**config.mk**
```make
export PLATFORM = sky130hd
export DESIGN_NAME = serial_frame_rx
export DESIGN_NICKNAME = d
export VERILOG_FILES = /design/src/rtl/sfr_pkg.sv /design/src/rtl/sfr_crc_acc.sv /design/src/rtl/sfr_gap_timer.sv /design/src/rtl/sfr_sat_counter.sv /design/src/rtl/serial_frame_rx.sv
export SDC_FILE = /design/constraint.sdc
export NUM_CORES = 1
export LEC_CHECK = 0
export ABC_AREA = 1
export BUFFER_PORTS_ARGS = -buffer_cell sky130_fd_sc_hd__buf_2
export CELL_PAD_IN_SITES_DETAIL_PLACEMENT = 0
export CELL_PAD_IN_SITES_GLOBAL_PLACEMENT = 1
export CORE_ASPECT_RATIO = 0.75
export CORE_MARGIN = 2
export CORE_UTILIZATION = 37
export CTS_CLUSTER_DIAMETER = 80
export DETAILED_ROUTE_END_ITERATION = 8
export GPL_TIMING_DRIVEN = 0
export PLACE_DENSITY = 0.85
export SETUP_SLACK_MARGIN = 0.15
export SLEW_MARGIN = 20
export SYNTH_ARGS = -nofsm -noshare
export SYNTH_HDL_FRONTEND = slang
export SYNTH_HIERARCHICAL = 1
export SYNTH_SLANG_ARGS = --single-unit
```
**constraint.sdc**
```tcl
create_clock -name clk -period 1.95 [get_ports clk]
set_input_delay 0.195 -clock clk [delete_from_list [all_inputs] [get_ports clk]]
set_output_delay 0.195 -clock clk [all_outputs]
set_load 0.1 [all_outputs]
```
**src/rtl/sfr_pkg.sv**
```systemverilog
package sfr_pkg;

    localparam int ADDR_W    = 8;
    localparam int DATA_W    = 24;
    localparam int CRC_W     = 8;
    localparam int PAYLOAD_W = ADDR_W + DATA_W;
    localparam int BODY_W    = PAYLOAD_W + CRC_W;
    localparam int BITCNT_W  = $clog2(BODY_W);
    localparam logic [CRC_W-1:0] CRC_POLY = 8'h07;

    typedef enum logic {
        ST_HUNT,
        ST_BODY
    } rx_state_e;

    typedef struct packed {
        logic [ADDR_W-1:0] addr;
        logic [DATA_W-1:0] data;
    } frame_t;

    function automatic logic [CRC_W-1:0] crc_step(input logic [CRC_W-1:0] cur,
                                                  input logic bit_in);
        logic fb;
        fb = cur[CRC_W-1] ^ bit_in;
        return {cur[CRC_W-2:0], 1'b0} ^ (fb ? CRC_POLY : '0);
    endfunction

endpackage

```
**src/rtl/sfr_crc_acc.sv**
```systemverilog
module sfr_crc_acc
    import sfr_pkg::*;
(
    input  logic             clk,
    input  logic             rst,
    input  logic             clear,
    input  logic             en,
    input  logic             bit_in,
    output logic [CRC_W-1:0] crc
);

    always_ff @(posedge clk) begin
        if (rst || clear) begin
            crc <= '0;
        end else if (en) begin
            crc <= crc_step(crc, bit_in);
        end
    end

endmodule

```
**src/rtl/sfr_gap_timer.sv**
```systemverilog
module sfr_gap_timer #(
    parameter int LIMIT = 8
) (
    input  logic clk,
    input  logic rst,
    input  logic active,
    input  logic strobe,
    output logic timeout
);

    localparam int CW = $clog2(LIMIT + 1);

    logic [CW-1:0] idle_cnt;

    assign timeout = active && !strobe && (idle_cnt == CW'(LIMIT));

    always_ff @(posedge clk) begin
        if (rst || !active || strobe) begin
            idle_cnt <= '0;
        end else if (idle_cnt != CW'(LIMIT)) begin
            idle_cnt <= idle_cnt + 1'b1;
        end
    end

endmodule

```
**src/rtl/sfr_sat_counter.sv**
```systemverilog
module sfr_sat_counter #(
    parameter int W = 16
) (
    input  logic         clk,
    input  logic         rst,
    input  logic         inc,
    output logic [W-1:0] count
);

    always_ff @(posedge clk) begin
        if (rst) begin
            count <= '0;
        end else if (inc && (count != {W{1'b1}})) begin
            count <= count + 1'b1;
        end
    end

endmodule

```
**src/rtl/serial_frame_rx.sv**
```systemverilog
module serial_frame_rx
    import sfr_pkg::*;
#(
    parameter int BIT_CLKS = 4,
    parameter int GAP_BITS = 2,
    parameter int CNT_W    = 16
) (
    input  logic              clk,
    input  logic              rst,
    input  logic              bit_en,
    input  logic              line_in,
    input  logic              err_clear,
    output logic              frame_valid,
    output logic [ADDR_W-1:0] frame_addr,
    output logic [DATA_W-1:0] frame_data,
    output logic              crc_abort,
    output logic              crc_err_flag,
    output logic              framing_err,
    output logic [CNT_W-1:0]  crc_err_count,
    output logic [CNT_W-1:0]  framing_err_count
);

    localparam int GAP_LIMIT = GAP_BITS * BIT_CLKS;

    rx_state_e            state;
    logic [BITCNT_W-1:0]  bit_cnt;
    logic [BODY_W-2:0]    shreg;
    logic [CRC_W-1:0]     crc_calc;
    logic [CRC_W-1:0]     crc_rx;
    frame_t               frame_now;
    frame_t               frame_q;
    logic                 in_body;
    logic                 last_bit;
    logic                 crc_match;
    logic                 gap_timeout;
    logic                 crc_en;

    assign in_body   = (state == ST_BODY);
    assign last_bit  = in_body && bit_en && (bit_cnt == BITCNT_W'(BODY_W - 1));
    assign crc_rx    = {shreg[CRC_W-2:0], line_in};
    assign crc_match = (crc_rx == crc_calc);
    assign frame_now = frame_t'(shreg[BODY_W-2:CRC_W-1]);
    assign crc_en    = in_body && bit_en && (bit_cnt < BITCNT_W'(PAYLOAD_W));

    sfr_crc_acc u_crc (
        .clk    (clk),
        .rst    (rst),
        .clear  (!in_body),
        .en     (crc_en),
        .bit_in (line_in),
        .crc    (crc_calc)
    );

    sfr_gap_timer #(
        .LIMIT (GAP_LIMIT)
    ) u_gap (
        .clk     (clk),
        .rst     (rst),
        .active  (in_body),
        .strobe  (bit_en),
        .timeout (gap_timeout)
    );

    // receive sequencer
    always_ff @(posedge clk) begin
        if (rst) begin
            state   <= ST_HUNT;
            bit_cnt <= '0;
            shreg   <= '0;
        end else begin
            case (state)
                ST_HUNT: begin
                    if (bit_en && !line_in) begin
                        state   <= ST_BODY;
                        bit_cnt <= '0;
                    end
                end
                ST_BODY: begin
                    if (gap_timeout || last_bit) begin
                        state <= ST_HUNT;
                    end else if (bit_en) begin
                        shreg   <= {shreg[BODY_W-3:0], line_in};
                        bit_cnt <= bit_cnt + 1'b1;
                    end
                end
                default: state <= ST_HUNT;
            endcase
        end
    end

    // result stage
    always_ff @(posedge clk) begin
        if (rst) begin
            frame_valid  <= 1'b0;
            crc_abort    <= 1'b0;
            framing_err  <= 1'b0;
            crc_err_flag <= 1'b0;
            frame_q      <= '0;
        end else begin
            frame_valid <= last_bit && crc_match;
            crc_abort   <= last_bit && !crc_match;
            framing_err <= gap_timeout;
            if (last_bit && crc_match) begin
                frame_q <= frame_now;
            end
            if (last_bit && !crc_match) begin
                crc_err_flag <= 1'b1;
            end else if (err_clear) begin
                crc_err_flag <= 1'b0;
            end
        end
    end

    assign frame_addr = frame_q.addr;
    assign frame_data = frame_q.data;

    sfr_sat_counter #(
        .W (CNT_W)
    ) u_crc_cnt (
        .clk   (clk),
        .rst   (rst),
        .inc   (last_bit && !crc_match),
        .count (crc_err_count)
    );

    sfr_sat_counter #(
        .W (CNT_W)
    ) u_frm_cnt (
        .clk   (clk),
        .rst   (rst),
        .inc   (gap_timeout),
        .count (framing_err_count)
    );

endmodule

```
==> impl_metrics.tcl <==
set metrics [dict create \
    synth_compound_area_frac 0.0962 \
    track_usage 0.175 \
    root_buffer "clkbuf_16" \
    yosys.area_share.simple 0.341 \
    worst_slew_pin_slew_ns 0.501 \
    reg2regPathDepth 15 \
    final_common_cell "nand2_1" \
    ios 73 \
    synthTopCellsByArea "dfxtp_1 42%, nand2_1 13%, inv_1 9.1%" \
    maxCapViolations 0 \
    synth_top_cell_area_share 0.420 \
    ys.flop_type "dfxtp_1" \
    status "complete, no violations" \
    period_needed_ns 1.83 \
    synth_seq_cells 126 \
    start_kind "flop" \
    final_cell_mix "208 x nand2_1, 141 x inv_1, 122 x nor2_1" \
    clk_pin_slew_worst_paths_ns 0.05 \
    drive_above_1_share 0.265 \
    cp.required_ns 2.26 \
    grt_pass1_vias 5114 \
    drt_first_iter_violations 312 \
    drc 0 \
    cts_made_buffers 17 \
    hold_viol 0 \
    yosysWarningCount 6 \
    ir_worst_vdd_mv 0.696 \
    yosysTopAreaCell "dfxtp_1" \
    vias 5513 \
    hold_depth 4 \
    placed_cells 1174 \
    synthAdderAreaFrac 0.0104 \
    synth.distinct_cells 30 \
    clkLatencyLatePin_ns 0.42 \
    synth-edff-count 0 \
    slew_viol_final 0 \
    rr_endpoint "u_crc_cnt/count[13]" \
    fmax_mhz 546 \
    worst-setup-path-type "flop to flop" \
    reg2reg_slack_ns 0.12 \
    hold_buffers 0 \
    yosysSeqAreaShare 0.420 \
    setup_viol 0 \
    r2r_start "bit_cnt[1]" \
    power.density_nw_per_um2 803 \
    rows 40 \
    synth_top_family_by_area "simple AND/OR/NAND/NOR gates" \
    ys_async_sr_fraction 0 \
    clock_sinks 126 \
    nNetsFinal 1012 \
    worst_slew_margin_rel 0.668 \
    wirelength_um 14200 \
    synth_xor_xnor_area_share 0.00729 \
    die_area_um2 17300 \
    syn2layout_area_growth_pct 27.4 \
    worst_setup_path_end_kind "flop" \
    period_share 0.940 \
    skew_ns 0.0127 \
    start_util 0.376 \
    grt_pass1_wl_um 24300 \
    muxShareOfSynthArea 0 \
    synth_area_per_cell_um2 6.74 \
    overflow 0 \
    dieWidth_um 151 \
    synth_cells 892 \
    fin_cells 1222 \
    syn_area_um2 6010 \
    ant_nets 0 \
    h-tree-depth 4 \
    tns_ns 0 \
    fp.coreArea_um2 16000 \
    rsz0062_at_grt "yes" \
    diodes 0 \
    cts_tree "done" \
    die_height_um 114 \
    cts_buffer_depth 2 \
    hp-class "primary input to flop" \
    crit_fanout 4 \
    min_from "err_clear" \
    synth_nets 902 \
    cellLeakagePower_uw 0.00339 \
    hold_end "crc_err_flag" \
    routabilityCongestion 0.821 \
    drtPass1Iterations 4 \
    arrival_ns 2.14 \
    port_buffers 72 \
    antenna_found_initial 0 \
    vias_per_cell 4.51 \
    dp_hpwl_um 9830 \
    route.detailed.wl_per_inst_um 11.6 \
    grt_max_degree 17 \
]
critical path: stages, from the launching register on:
cell	delay, ns
dfxtp_2	0.35
ha_4	0.15
nand2_4	0.06
nor2_4	0.09
nand2_2	0.08
inv_4	0.07
buf_8	0.10
nand2_8	0.05
inv_2	0.05
buf_6	0.10
nand3_2	0.07
or2_0	0.20
nor2_1	0.14
nand3_1	0.09
nand2_1	0.08
nor2_1	0.04
flip-flops by register name, indices dropped and copies added (netlist names):
signal           flops
u_frm_cnt/count     16
in_body              1
frame_valid          1
bit_cnt              6
shreg               39
framing_err          1
crc_err_flag         1
crc_abort            1
frame_addr           8
u_gap/idle_cnt       4
u_crc_cnt/count     16
frame_data          24
u_crc/crc            8
cell type report:
class / instances / area, um2
buffer: 34 / 221
fill: 1613 / 8310
clock buffer: 22 / 484
multi-input combinational: 583 / 2950
inverter: 149 / 562
clock inverter: 7 / 87.6
sequential: 126 / 2580
timing repair buffer: 91 / 503
tap: 210 / 263
Yosys cell counts, types with 5 or more instances:
library cell / count
xnor2_1: 5
nand2_1: 215
inv_1: 146
o21ai_0: 45
nand4_1: 39
nor2_1: 130
buf_2: 15
ha_1: 5
clkbuf_1: 10
dfxtp_1: 126
a21oi_1: 62
nor2_2: 22
nand2_2: 5
nand3_1: 33
buf_6: 5
repair_timing:
item                                    in CTS  in global routing
endpoints found under the setup margin      72                 58
buffers inserted                            14                  5
gates resized for setup                     31                 34
pin swaps                                   14                 19
routing by layer:
layer,global-route usage,wire (um),share of wire,vias up
met3,0.0510,666,0.047,12
li1,-,-,-,2991
met2,0.252,5700,0.40,105
met4,0.0492,110,0.0077,0
met5,0,0,0,-
met1,0.254,7750,0.54,2405
report_power, final:
part,switching (uW),internal [uW]
registers,34.5,2630
logic,266,125
clock network,1110,1980
worst max path at each step:
| stage | startpoint | to | cells after the start |
|---|---|---|---|
| after floorplan | bit_cnt[1] | u_crc_cnt/count[13] | 15 |
| final | bit_cnt[1] | u_crc_cnt/count[13] | 15 |
| after detailed placement | in_body | u_crc_cnt/count[13] | 14 |
| after global placement | in_body | u_crc_cnt/count[14] | 15 |
| after CTS | bit_cnt[0] | u_crc_cnt/count[13] | 15 |
| after global routing | bit_cnt[1] | u_crc_cnt/count[13] | 15 |
cell families (layout without fill, tap and decap cells):
| logic type | count (synthesis) | after routing |
|---|---|---|
| AND/OR/NAND/NOR | 461 | 461 |
| buffers and inverters | 183 | 303 |
| flip-flops | 126 | 126 |
| AO/OA/AOI/OAI | 112 | 112 |
| adder cells (fa/ha/maj) | 5 | 5 |
| XOR/XNOR | 5 | 5 |
per-stage QoR:
stage	total power, uW	util	instance area (um2)	hold WS [ns]	setup WS [ns]
global placement	3070	0.421	6720	0.446	-0.187
global route	6400	0.480	7660	0.0551	-0.0196
finish	6150	0.480	7660	0.0434	0.118
floorplan	2970	-	6100	0.264	0.0487
CTS	6200	0.470	7500	0.0274	0.0942
detailed placement	3070	0.421	6720	0.457	-0.218
Power figures use the tool's default switching activity.
